## src/rtl/wkt_pkg.sv

```systemverilog
package wkt_pkg;
    localparam int unsigned DEF_CNT_W = 32;
    localparam int unsigned DEF_PRE_W = 12;
    // position of fields inside the control word
    localparam int unsigned EN_POS  = 0;
    localparam int unsigned PRE_LSB = 1;
endpackage

```

## src/rtl/wkt_prescale.sv

```systemverilog
module wkt_prescale #(
    parameter int unsigned PRE_W = 12
) (
    input  logic             clk,
    input  logic             rst_n,
    input  logic             en,
    input  logic [PRE_W-1:0] limit,
    output logic             tick
);
    logic [PRE_W-1:0] div_d, div_q;

    // a ">=" compare keeps the divider bounded when the limit is lowered mid-run
    assign tick = en && (div_q >= limit);

    always_comb begin
        div_d = div_q;
        if (!en)       div_d = '0;
        else if (tick) div_d = '0;
        else           div_d = div_q + 1'b1;
    end

    always_ff @(posedge clk or negedge rst_n) begin
        if (!rst_n) div_q <= '0;
        else        div_q <= div_d;
    end

    assert_div_clear_R3: assert property (@(posedge clk) disable iff (!rst_n)
        !en |=> div_q == '0);
endmodule

```

## src/rtl/wkt_counter.sv

```systemverilog
module wkt_counter #(
    parameter int unsigned CNT_W = 32
) (
    input  logic             clk,
    input  logic             rst_n,
    input  logic             tick,
    input  logic             wr,
    input  logic [CNT_W-1:0] wdata,
    output logic [CNT_W-1:0] count
);
    logic [CNT_W-1:0] cnt_d, cnt_q;

    always_comb begin
        cnt_d = cnt_q;
        if (wr)        cnt_d = wdata;       // software load wins
        else if (tick) cnt_d = cnt_q + 1'b1; // natural wrap at all-ones
    end

    always_ff @(posedge clk or negedge rst_n) begin
        if (!rst_n) cnt_q <= '0;
        else        cnt_q <= cnt_d;
    end

    assign count = cnt_q;

    assert_hold_R3: assert property (@(posedge clk) disable iff (!rst_n)
        (!tick && !wr) |=> count == $past(count));
    assert_load_R4: assert property (@(posedge clk) disable iff (!rst_n)
        wr |=> count == $past(wdata));
    assert_wrap_R5: assert property (@(posedge clk) disable iff (!rst_n)
        (tick && !wr && count == {CNT_W{1'b1}}) |=> count == '0);
endmodule

```

## src/rtl/wkt_flags.sv

```systemverilog
module wkt_flags (
    input  logic clk,
    input  logic rst_n,
    input  logic expired,
    input  logic intr_clr,
    input  logic cause_we,
    input  logic cause_wdata,
    output logic intr,
    output logic cause
);
    typedef struct packed {
        logic intr;
        logic cause;
    } flags_t;

    flags_t st_d, st_q;

    always_comb begin
        st_d = st_q;
        if (intr_clr)                  st_d.intr  = 1'b0;
        if (cause_we && !cause_wdata)  st_d.cause = 1'b0;
        // a fresh expiry outranks either clear
        if (expired) begin
            st_d.intr  = 1'b1;
            st_d.cause = 1'b1;
        end
    end

    always_ff @(posedge clk or negedge rst_n) begin
        if (!rst_n) st_q <= '0;
        else        st_q <= st_d;
    end

    assign intr  = st_q.intr;
    assign cause = st_q.cause;

    assert_intr_sticky_R7: assert property (@(posedge clk) disable iff (!rst_n)
        (intr && !intr_clr) |=> intr);
    assert_cause_sticky_R8: assert property (@(posedge clk) disable iff (!rst_n)
        (cause && !(cause_we && !cause_wdata)) |=> cause);
endmodule

```

## src/rtl/wake_timer.sv

```systemverilog
module wake_timer
    import wkt_pkg::*;
#(
    parameter int unsigned CNT_W = DEF_CNT_W,
    parameter int unsigned PRE_W = DEF_PRE_W
) (
    input  logic             clk,
    input  logic             rst_n,
    input  logic             ctrl_we,
    input  logic [PRE_W:0]   ctrl_wdata,
    input  logic             thold_we,
    input  logic [CNT_W-1:0] thold_wdata,
    input  logic             count_we,
    input  logic [CNT_W-1:0] count_wdata,
    input  logic             intr_clr,
    input  logic             cause_we,
    input  logic             cause_wdata,
    output logic [CNT_W-1:0] count_o,
    output logic             intr_o,
    output logic             cause_o,
    output logic             wake_req_o
);
    typedef struct packed {
        logic [CNT_W-1:0] thold;
        logic [PRE_W-1:0] ratio;
        logic             en;
    } cfg_t;

    cfg_t cfg_d, cfg_q;
    logic tick;
    logic expired;

    always_comb begin
        cfg_d = cfg_q;
        if (ctrl_we) begin
            cfg_d.en    = ctrl_wdata[EN_POS];
            cfg_d.ratio = ctrl_wdata[PRE_LSB +: PRE_W];
        end
        if (thold_we) cfg_d.thold = thold_wdata;
    end

    always_ff @(posedge clk or negedge rst_n) begin
        if (!rst_n) cfg_q <= '0;
        else        cfg_q <= cfg_d;
    end

    wkt_prescale #(.PRE_W(PRE_W)) u_div (
        .clk   (clk),
        .rst_n (rst_n),
        .en    (cfg_q.en),
        .limit (cfg_q.ratio),
        .tick  (tick)
    );

    wkt_counter #(.CNT_W(CNT_W)) u_cnt (
        .clk   (clk),
        .rst_n (rst_n),
        .tick  (tick),
        .wr    (count_we),
        .wdata (count_wdata),
        .count (count_o)
    );

    assign expired = cfg_q.en && (count_o >= cfg_q.thold);

    wkt_flags u_flags (
        .clk         (clk),
        .rst_n       (rst_n),
        .expired     (expired),
        .intr_clr    (intr_clr),
        .cause_we    (cause_we),
        .cause_wdata (cause_wdata),
        .intr        (intr_o),
        .cause       (cause_o)
    );

    assign wake_req_o = cause_o;

    assert_expire_sets_R6: assert property (@(posedge clk) disable iff (!rst_n)
        expired |=> intr_o);
    assert_quiet_when_off_R10: assert property (@(posedge clk) disable iff (!rst_n)
        (!cfg_q.en && !intr_o) |=> !intr_o);
    assert_wake_from_expiry_R9: assert property (@(posedge clk) disable iff (!rst_n)
        $rose(wake_req_o) |-> $past(expired));
    assert_step_only_R2: assert property (@(posedge clk) disable iff (!rst_n)
        !count_we |=> (count_o == $past(count_o) || count_o == $past(count_o) + 1'b1));
endmodule

```

## config.mk

```make
export PLATFORM = sky130hd
export DESIGN_NAME = wake_timer
export DESIGN_NICKNAME = d
export VERILOG_FILES = /design/src/rtl/wkt_pkg.sv /design/src/rtl/wkt_prescale.sv /design/src/rtl/wkt_counter.sv /design/src/rtl/wkt_flags.sv /design/src/rtl/wake_timer.sv
export SDC_FILE = /design/constraint.sdc
export NUM_CORES = 1
export LEC_CHECK = 0
export ABC_AREA = 1
export CORE_MARGIN = 3
export CORE_UTILIZATION = 35
export CTS_CLUSTER_SIZE = 24
export DETAILED_ROUTE_END_ITERATION = 8
export GPL_TIMING_DRIVEN = 0
export PLACE_DENSITY = 0.62
export REMOVE_ABC_BUFFERS = 1
export SYNTH_ARGS = -nofsm -noshare
export SYNTH_HDL_FRONTEND = slang
export SYNTH_SLANG_ARGS = --single-unit
```

## constraint.sdc

```tcl
create_clock -name clk -period 4.1 [get_ports clk]
set_clock_uncertainty 0.05 [all_clocks]
set_input_delay 0.82 -clock clk [delete_from_list [all_inputs] [get_ports clk]]
set_output_delay 0.82 -clock clk [all_outputs]
set_load 0.05 [all_outputs]
```

==> summary.txt <==
worst slew pin tran: 0.883 ns
Seq cells post-synth: 91
FMAX: 325 MHz
async set-reset flop share out of synthesis: 1.00
DRC viols: 0
Clock Latency Late Sink: 0.36 ns
unrepaired setup endpoints after global routing: false
gpl congestion: 0.857
CP most frequent cell: nand2_1
Critical Path Stages: 11
Crit-path slowest cell: nand2_2
startpoint types: register
CTS clk-pin slew, worst paths: 0.08 ns
Avg WL per Cell: 13.6 µm
post-synthesis instance area: 0.00600 mm²
list of most frequent post-synthesis cells: nand2_1 (329), dfrtp_1 (91), inv_1 (76)
DRT Wirelength: 15.9 mm
gr usage total: 0.177
Layout Cells excl Fill: 1165
CP arrival: 3.27 ns
Critical Path RT: 4.29 ns
Ys Warns: 0
most area-consuming cells after synthesis: dfrtp_1 (38%), nand2_1 (21%), ha_1 (9.6%)
Final Hold Vio Count: 0
max incr delay on CP: 0.64 ns
setup slack at placement: 1.02 ns
Setup Buffers After CTS: 0
Via Count: 5434
Cells after Synth: 836
WS Path Type: register to register
H-tree depth: 3
Cell variety after synth: 36
largest net degree at the start of global routing: 65
Top FF cell, synth: dfrtp_1
post-synth top area cell: dfrtp_1
overall power: 2.74 mW
EDFF count, synth: 0
Starting Density: 0.359
CTS Buf Count: 9
final number of max-transition violations: 0
CTS sink count: 91
Area growth syn-to-layout: 28.0%
Mean Syn Cell Area: 7.18 µm²
Root Buffer: clkbuf_16
port bufs: 119
fin util: 0.460
sequential cell area fraction in the yosys report: 0.379
antenna violations before repair: 0
Layout fillers: 1718
# diodes: 0
Core Footprint: 0.0167 mm²
Core Rows: 47
vias in the first global route: 5208
Worst VDD drop: 0.196 mV
Final HPWL DP: 11.8 mm
Area after DPL: 0.00738 mm²
status: finished clean
Die X: 137 µm
Post-CTS Hold Fix Bufs: 0
Final Instance Area: 0.00768 mm²
P per Cell Area: 357 mW/mm²
Final Cycle Share: 0.750
Cell Chain, Critical Path: ha_1 -> nand2_1 -> inv_1 -> nand2_1 -> nand2_1 -> nand2_1 -> nand4_2 -> nand2_2 -> nand2_2 -> nand2_1 -> nand2_1
Iteration-0 DRC Markers: 263
relative slew slack: 0.411
drt via density: 4.66
Tmin final: 3.08 ns
Reg2Reg Depth: 11
Worst setup EP type: register
share of cells above drive strength 1: 0.0508
TritonCTS clock tree: yes
count leader, synth: nand2_1
Placed Cells: 1149
deepest clock path buffer count: 2
# Max-Cap Violations: 0
Finish-stage setup viols: 0
io pins: 120
first-pass GRT wire length: 26.1 mm
Bufs and invs on worst path: 1
Die ar.: 0.0188 mm²
setup ws final: 1.02 ns
crit path max fanout: 33
Pre-Repair DR Iteration Count: 4
CP delay by family, top: simple AND/OR/NAND/NOR gates
CTS resizes: 0
Die Ht: 137 µm
Leakage: 3.71 nW
top cell type's share of synthesized area: 0.379
Antenna Nets Post-Route: 0
nets@finish: 1071
path type of the worst min-delay path: primary input to asynchronous set/reset pin
gr ovfl total: 0
placed cells by master (no fill, tap or decap), types with 4 or more instances in the layout:
| master | instances |
|---|---|
| nor3_1 | 13 |
| xor2_1 | 11 |
| clkdlybuf4s50_1 | 116 |
| nand2_1 | 329 |
| nor2_4 | 7 |
| nor2_2 | 4 |
| dfrtp_1 | 91 |
| nor2_1 | 56 |
| nand3_1 | 45 |
| inv_1 | 76 |
| inv_6 | 4 |
| nand2_2 | 4 |
| clkbuf_16 | 9 |
| nand3b_1 | 12 |
| o21ai_0 | 61 |
| a21oi_1 | 16 |
| xnor2_1 | 7 |
| ha_1 | 46 |
final cells by class:
class	instances	area, µm²	area share
Sequential cell	91	2280	0.296
Clock inverter	7	81.3	0.0106
Tap cell	220	275	0.0358
Multi-Input combinational cell	637	3300	0.429
Timing Repair Buffer	121	1230	0.160
Clock buffer	9	225	0.0293
Inverter	80	303	0.0394
sequential cells by signal (all words and copies together) (netlist names):
register and flops:
u_cnt.count 32, u_div.div_q 12, u_flags.cause 1, cfg_q 45
u_flags.intr 1
path summary, 6_finish.rpt:
check	end	slack (ns)	startpoint
worst max-delay path	u_cnt.count[31]	1.02	u_div.div_q[7]
worst max register to register	u_cnt.count[31]	1.02	u_div.div_q[7]
min in group clk	u_div.div_q[0]	0.43	u_div.div_q[0]
worst min-delay path	cfg_q[6]	0.33	rst_n
max in group asynchronous	u_cnt.count[11]	3.01	rst_n
worst min register to register	u_div.div_q[0]	0.43	u_div.div_q[0]
power by group:
part / internal [mW] / leakage (nW) / switching [mW]
Sequential: 0.983 / 1.14 / 0.110
Clock: 0.483 / 0.147 / 0.395
Combinational: 0.307 / 2.42 / 0.464
Total: 1.77 / 3.71 / 0.968
cell families (layout without fill, tap and decap cells):
family                     after synthesis  in the layout  share of synthesized area
adders and majority gates               46             46                     0.0959
buffers and inverters                  108            217                     0.0715
DFF                                     91             91                      0.379
xor gates and xnor gates                18             18                     0.0263
muxes                                    2              2                    0.00375
AOI/OAI and AO/OA                       89             89                     0.0777
and+or+nand+nor                        482            482                      0.346
per-layer routing:
| metal | global-route usage | wire [µm] |
|---|---|---|
| met2 | 0.281 | 7450 |
| met5 | 0 | 0 |
| met4 | 0.0455 | 181 |
| met1 | 0.243 | 7510 |
| met3 | 0.0412 | 751 |
metrics by stage:
stage | TNS, ns | hold WS (ns)
floorplan | 0 | 0.393
global placement | -138.62 | 0.415
detailed placement | 0 | 0.422
CTS | 0 | 0.337
global route | 0 | 0.355
finish | 0 | 0.331
Note: power is estimated with default switching activity, not from simulation.
